==> src/rtl/page_enum_pkg.sv <==
package page_enum_pkg;

    typedef enum logic [1:0] {
        OP_IDLE     = 2'b00,
        OP_WR_PAGE  = 2'b01,
        OP_CLR_FULL = 2'b10,
        OP_RSVD     = 2'b11
    } cmd_op_e;

    typedef enum logic {
        SLICE_EMPTY = 1'b0,
        SLICE_FULL  = 1'b1
    } slice_state_e;

endpackage

==> src/rtl/page_enum_cmd_decode.sv <==
module page_enum_cmd_decode
    import page_enum_pkg::*;
(
    input  logic       cmd_valid,
    input  logic [1:0] cmd_op,
    output logic       wr_req,
    output logic       clr_req
);
    cmd_op_e op;

    always_comb begin
        op      = cmd_op_e'(cmd_op);
        wr_req  = 1'b0;
        clr_req = 1'b0;
        if (cmd_valid) begin
            unique case (op)
                OP_WR_PAGE:  wr_req  = 1'b1;
                OP_CLR_FULL: clr_req = 1'b1;
                OP_IDLE,
                OP_RSVD:     ;
                default:     ;
            endcase
        end
    end
endmodule

==> src/rtl/page_enum_priority.sv <==
module page_enum_priority #(
    parameter int NUM_SLICES = 8
) (
    input  logic                  wr_req,
    input  logic [NUM_SLICES-1:0] empty,
    output logic [NUM_SLICES-1:0] grant,
    output logic                  all_full
);
    // pass[i] is high when every slice above i (lower index) is full
    logic [NUM_SLICES:0] pass;

    assign pass[0] = 1'b1;

    for (genvar i = 0; i < NUM_SLICES; i++) begin : g_link
        assign pass[i+1] = pass[i] & ~empty[i];
        assign grant[i]  = wr_req & pass[i] & empty[i];
    end

    assign all_full = pass[NUM_SLICES];
endmodule

==> src/rtl/page_enum_slice.sv <==
module page_enum_slice
    import page_enum_pkg::*;
#(
    parameter int PA_W = 4
) (
    input  logic            clk,
    input  logic            rst_n,
    input  logic            grant,
    input  logic            clr_req,
    input  logic [PA_W-1:0] wr_data,
    output logic            empty,
    output logic [PA_W-1:0] page
);
    slice_state_e state_q, state_d;

    // state register
    always_ff @(posedge clk or negedge rst_n) begin
        if (!rst_n) state_q <= SLICE_EMPTY;
        else        state_q <= state_d;
    end

    // next state: ACCEPT and RELEASE transitions
    always_comb begin
        state_d = state_q;
        unique case (state_q)
            SLICE_EMPTY: if (grant)   state_d = SLICE_FULL;
            SLICE_FULL:  if (clr_req) state_d = SLICE_EMPTY;
            default:                  state_d = SLICE_EMPTY;
        endcase
    end

    // page field is loaded only on ACCEPT
    always_ff @(posedge clk or negedge rst_n) begin
        if (!rst_n)                              page <= '0;
        else if (state_q == SLICE_EMPTY && grant) page <= wr_data;
    end

    // outputs
    always_comb begin
        empty = (state_q == SLICE_EMPTY);
    end
endmodule

==> src/rtl/page_enum_chain.sv <==
module page_enum_chain
    import page_enum_pkg::*;
#(
    parameter int NUM_SLICES = 8,
    parameter int PA_W       = 4
) (
    input  logic                       clk,
    input  logic                       rst_n,
    input  logic                       cmd_valid,
    input  logic [1:0]                 cmd_op,
    input  logic [PA_W-1:0]            cmd_data,
    output logic [NUM_SLICES*PA_W-1:0] page_addr,
    output logic [NUM_SLICES-1:0]      full_n,
    output logic                       overflow
);
    logic                  wr_req;
    logic                  clr_req;
    logic [NUM_SLICES-1:0] empty;
    logic [NUM_SLICES-1:0] grant;
    logic                  all_full;

    page_enum_cmd_decode u_dec (
        .cmd_valid (cmd_valid),
        .cmd_op    (cmd_op),
        .wr_req    (wr_req),
        .clr_req   (clr_req)
    );

    page_enum_priority #(.NUM_SLICES(NUM_SLICES)) u_prio (
        .wr_req   (wr_req),
        .empty    (empty),
        .grant    (grant),
        .all_full (all_full)
    );

    for (genvar i = 0; i < NUM_SLICES; i++) begin : g_slice
        page_enum_slice #(.PA_W(PA_W)) u_slice (
            .clk     (clk),
            .rst_n   (rst_n),
            .grant   (grant[i]),
            .clr_req (clr_req),
            .wr_data (cmd_data),
            .empty   (empty[i]),
            .page    (page_addr[i*PA_W +: PA_W])
        );
    end

    always_comb begin
        full_n = empty;
    end

    always_ff @(posedge clk or negedge rst_n) begin
        if (!rst_n) overflow <= 1'b0;
        else        overflow <= wr_req & all_full;
    end
endmodule

==> config.mk <==
export PLATFORM = sky130hd
export DESIGN_NAME = page_enum_chain
export DESIGN_NICKNAME = d
export VERILOG_FILES = /design/src/rtl/page_enum_pkg.sv /design/src/rtl/page_enum_cmd_decode.sv /design/src/rtl/page_enum_priority.sv /design/src/rtl/page_enum_slice.sv /design/src/rtl/page_enum_chain.sv
export SDC_FILE = /design/constraint.sdc
export NUM_CORES = 1
export LEC_CHECK = 0
export ABC_AREA = 1
export CORE_MARGIN = 1
export CORE_UTILIZATION = 46
export CTS_CLUSTER_DIAMETER = 60
export CTS_CLUSTER_SIZE = 40
export DETAILED_ROUTE_END_ITERATION = 8
export PLACE_DENSITY = 0.88
export SLEW_MARGIN = 15
export SYNTH_ARGS = -nofsm -noshare
export SYNTH_HDL_FRONTEND = slang
export SYNTH_SLANG_ARGS = --single-unit
==> constraint.sdc <==
create_clock -name clk -period 1.4 [get_ports clk]
set_clock_uncertainty 0.15 [all_clocks]
set_input_delay 0.28 -clock clk [delete_from_list [all_inputs] [get_ports clk]]
set_output_delay 0.28 -clock clk [all_outputs]
set_load 0.005 [all_outputs]
# ---- Yosys cells after proc, flatten, opt, wreduce, memory -nomap -nowiden
# Cells that the tools add are included.
# W data, S select, Z words.
dict set report classes {
  n_bitwise 31
  n_mux 21
  eq_ne 2
  n_reduce_logical 8
}
# cell count
set ops {}
lappend ops {{$and A1 B1 Y1} 23}
lappend ops {{$pmux W1 S2} 8}
lappend ops {{$mux W1} 13}
lappend ops {{$logic_and A1 B1 Y1} 8}
lappend ops {{$not A1 Y1} 8}
lappend ops {{$eq A2 B1 Y1 const B} 1}
lappend ops {{$eq A2 B2 Y1 const B} 1}
dict set report word_totals {
  regBits 41
  output_inout_bits 41
  wordCells 79
}

# ---- Logic depth before layout (Yosys ltp)
dict set report logic_depth {
  ltp_word 10
  mapped_depth 7
  ltp_nobuf 6
}

# ---- Cells and area by module
# Synthesis repeated with hierarchy kept, for this count alone.
dict set report unflattened {
  hier_cells 194
  area_unflattened_um2 1684.1
}
# mod area_each_um2 n_inst cells_each seq_area_each_um2
set modules_own_cells {}
lappend modules_own_cells {page_enum_slice 190.2 8 20 125.1}
lappend modules_own_cells {page_enum_priority 115.1 1 27 0.0}
lappend modules_own_cells {page_enum_chain 32.5 1 3 25.0}
lappend modules_own_cells {page_enum_cmd_decode 15.0 1 4 0.0}

# ---- Least setup slack after synthesis
# Ideal clock, no wire load.
dict set report synth_path {
  kind {register -> register}
  from {register g_slice[3].u_slice.state_q}
  to {register g_slice[7].u_slice.page[0]}
  required_ps 1133
  stages_incl_launch_ff 7
  period_less_slack_ps 1232
  t_arrival_ps 965
  slack_ps 168
  path_cell_list {dfrtp_1 -> buf_6 -> nand3_1 -> nor2_4 -> nand3_1 -> nand2_1 -> nand2_1}
}
dict set report synth_via {
  elab_chain_cells 7
}
# element line
set synth_rtl {}
lappend synth_rtl {{start: declaration} page_enum_slice.sv:14} ;# slice_state_e state_q, state_d;
lappend synth_rtl {{start signal: assignment} page_enum_slice.sv:19} ;# else state_q <= state_d;
lappend synth_rtl {{$and A1 B1 Y1 (4 in a row)} page_enum_priority.sv:15} ;# assign pass[i+1] = pass[i] & ~empty[i];
lappend synth_rtl {{$and A1 B1 Y1 (2 in a row)} page_enum_priority.sv:16} ;# assign grant[i] = wr_req & pass[i] & empty[i];
lappend synth_rtl {{$logic_and A1 B1 Y1} page_enum_slice.sv:35} ;# else if (state_q == SLICE_EMPTY && grant) page <= wr_data;
lappend synth_rtl {{end signal: assignment} page_enum_slice.sv:35}
lappend synth_rtl {{end: declaration} page_enum_slice.sv:12} ;# output logic [PA_W-1:0] page
# Every way passes these cells.
# A chain may end at the register's enable or synchronous reset.

# ---- Final worst setup path
dict set report layout_path {
  from {register g_slice[0].u_slice.state_q}
  to {register g_slice[6].u_slice.page[1]}
}
dict set report layout_via {
  elab_chain_cells 8
}
# element line
set layout_rtl {}
lappend layout_rtl {{start: declaration} page_enum_slice.sv:14}
lappend layout_rtl {{start signal: assignment} page_enum_slice.sv:19}
lappend layout_rtl {{$and A1 B1 Y1 (5 in a row)} page_enum_priority.sv:15}
lappend layout_rtl {{$and A1 B1 Y1 (2 in a row)} page_enum_priority.sv:16}
lappend layout_rtl {{$logic_and A1 B1 Y1} page_enum_slice.sv:35}
lappend layout_rtl {{end signal: assignment} page_enum_slice.sv:35}
lappend layout_rtl {{end: declaration} page_enum_slice.sv:12}
# Every way passes these cells.

==> results.py <==
metrics = {
    "yosys": {
        "synth_edf_count": 0,
        "ys_seq_elements": 41,
        "synth_top_area_share_pct": 62.4,
        "synthTopCellsByArea": "dfrtp_1 (62%), nand2_1 (11%), o21ai_0 (9.7%), buf_4 (3.7%), nand4_1 (3.0%)",
        "ys_warn_count": 0,
        "avgSynthCellArea_um2": 9.79,
        "synth.most_common_cell": "nand2_1",
        "yosysTopAreaCell": "dfrtp_1",
        "netlist_instances": 168,
        "synth_fp_nets": 177,
        "synth_flop_cell": "dfrtp_1",
        "netlist_area_um2": 1640,
        "ys_types": 12,
        "synthArstFlopShare_pct": 100,
        "seq_area_frac_synth_pct": 62.4,
        "ys_top_cells_by_count": "nand2_1 (48), dfrtp_1 (41), o21ai_0 (32)",
    },
    "routing": {
        "viasPerCell": 4.99,
        "drtIter0Drc": 54,
        "wl_um": 4540,
        "wl_per_cell_um": 14.7,
        "drt-pass1-iter-count": 4,
        "drc": 0,
        "vias": 1537,
        "antenna_left": 0,
    },
    "global_route": {
        "antenna_found_initial": 0,
        "grt_pass1_wl_um": 6380,
        "grt-ovfl-total": 0,
        "grt_pass1_vias": 1384,
        "grtUsageTotal_pct": 24.3,
        "grt_max_degree": 28,
    },
    "place": {
        "pre_cts_ws_ns": -0.411,
        "globalplace.congestion": 0.854,
        "hpwlAfterDp_um": 2520,
        "place_area_um2": 2230,
        "port_buffers": 49,
    },
    "cells_and_area": {
        "final.fill_count": 247,
        "final_util_pct": 73.0,
        "regArea_um2": 1030,
        "drive_above_1_share_pct": 46.9,
        "fin_nets": 270,
        "multiInputGateArea_um2": 563,
        "syn_to_final_growth_pct": 50.5,
        "diodes": 0,
        "design_area_um2": 2470,
    },
    "die": {
        "start_util_pct": 48.5,
        "dieHeight_um": 61.8,
        "die_w_um": 61.8,
        "rows": 21,
        "die_area_um2": 3820,
        "io_pins": 50,
        "coreArea_um2": 3390,
    },
    "setup_path": {
        "cp_data_arrival_time_ns": 1.56,
        "required_ns": 1.48,
        "crit_fanout": 9,
        "r2r_cells": 7,
        "regToRegSetupSlack_ns": -0.08,
        "crit_start": "g_slice[0].u_slice.state_q",
        "cp-end-kind": "flop",
        "cp-start-kind": "flop",
        "critical_path_class": "flop to flop",
        "r2r_end": "g_slice[6].u_slice.page[1]",
        "timing.rr.start": "g_slice[0].u_slice.state_q",
        "critPathCapture": "g_slice[6].u_slice.page[1]",
    },
    "clocking": {
        "clock_latency_ns": 0.36,
        "numCtsBuffers": 5,
        "cts_max_level": 2,
        "clock-sinks": 41,
        "cts-root-buf": "clkbuf_4",
        "path_clk_slew_ns": 0.11,
        "cts_tree": "yes",
        "ctsLongestPathBuffers": 2,
    },
    "timing": {
        "finalWorstSetupSlack_ns": -0.0792,
        "period_needed_ns": 1.48,
        "holdWs_ns": 0.197,
        "rsz0062_at_grt": "true",
        "slew_headroom_pct": 76.2,
        "setup_viol": 17,
        "finalCritPeriodShare_pct": 106,
        "tightest_slew_ns": 0.357,
        "hold_viol": 0,
        "drv_slew": 0,
        "clock.fmax_mhz": 676,
    },
    "run": {
        "maxCapViolations": 0,
    },
    "worst_hold_path": {
        "hp-class": "input pin to async pin",
    },
    "pwr": {
        "p_per_area_nw_per_um2": 1180,
        "p_leak_uw": 0.00130,
        "ir_drop_mv": 1.01,
    },
    "run_status": {
        "violations": "setup timing",
        "status": "finished, violations left",
    },
}
logic make-up (layout without fill, tap and decap cells):
kind of cell           after synthesis  in the layout  share of synthesized area, %
and+or+nand+nor                     71             71                          19.6
buffers and inverters               24            118                          8.22
DFF                                 41             41                          62.4
AOI/OAI and AO/OA                   32             32                          9.74
worst max-delay path, cell delays in order (launching register included):
cell	delay, ns
dfrtp_1	0.39
buf_4	0.15
nand3_2	0.10
nor2_4	0.14
buf_12	0.14
nand2_4	0.09
nand2_1	0.09
o21ai_0	0.11
cells in the final DEF, fill, tap and decap left out:
| master | count |
|---|---|
| inv_1 | 5 |
| buf_6 | 9 |
| nand3_2 | 3 |
| o21ai_0 | 23 |
| nand2_1 | 41 |
| dlygate4sd3_1 | 1 |
| clkbuf_8 | 2 |
| inv_2 | 7 |
| nand3_4 | 3 |
| nor2_2 | 2 |
| nand4_1 | 8 |
| o21ai_1 | 9 |
| buf_4 | 38 |
| nor2_4 | 3 |
| nand2_2 | 5 |
| inv_4 | 1 |
| nor2_1 | 3 |
| clkbuf_4 | 5 |
| buf_2 | 13 |
| clkdlybuf4s50_1 | 7 |
| dfrtp_1 | 41 |
| buf_12 | 2 |
| nand3_1 | 1 |
| nand2_4 | 2 |
| clkinv_2 | 2 |
| clkbuf_2 | 26 |
per-layer routing:
layer / up-vias / GRT usage [%] / wire, um
met5: - / 0 / 0
li1: 735 / - / -
met2: 53 / 40.7 / 2250
met4: 0 / 8.25 / 93
met3: 12 / 8.07 / 246
met1: 737 / 29.5 / 1950
cell type report:
cell class | count | area share, %
repair buffers | 96 | 28.4
clock inverters | 1 | 0.202
well taps | 46 | 2.33
multi-input cells | 103 | 22.8
clock buffers | 7 | 2.63
inverters | 14 | 2.28
flip-flops and latches | 41 | 41.5
per-stage QoR:
| stage | TNS, ns | power (uW) | std cells |
|---|---|---|---|
| global placement | -10.53 | 2190 | 268 |
| floorplan | 0 | 1730 | 168 |
| CTS | -0.0570 | 2920 | 300 |
| finish | -0.566 | 2930 | 308 |
| global route | -2.76 | 3110 | 308 |
| detailed placement | -12.52 | 2220 | 268 |
how the worst min path moves through the flow:
stage / from / endpoint / cells after the start / slack [ns]
after global placement: rst_n / g_slice[2].u_slice.page[0] / 1 / 0.05
after floorplan: rst_n / g_slice[0].u_slice.page[0] / 0 / -0.17
final: rst_n / g_slice[2].u_slice.page[0] / 2 / 0.20
after CTS: rst_n / g_slice[7].u_slice.page[2] / 2 / 0.20
after global routing: rst_n / g_slice[7].u_slice.page[2] / 2 / 0.24
after detailed placement: rst_n / g_slice[2].u_slice.page[1] / 1 / 0.05
repair_timing:
action	4_1_cts	5_1_grt
pin swaps	1	7
setup buffers	23	8
gates resized for setup	125	61
gates cloned	0	1
setup endpoints to repair	45	70
hold endpoints to repair	41	0
hold buffers	1	0
report_power, final:
part,switching [uW],internal (uW)
Sequential,115,1380
Combinational,330,430
Clock,381,291
Total,826,2100
registers in the layout (all words and copies together) (netlist names):
register and count:
g_slice.u_slice.page 32, g_slice.u_slice.state_q 8, overflow 1
Note: power is estimated with default switching activity, not from simulation.
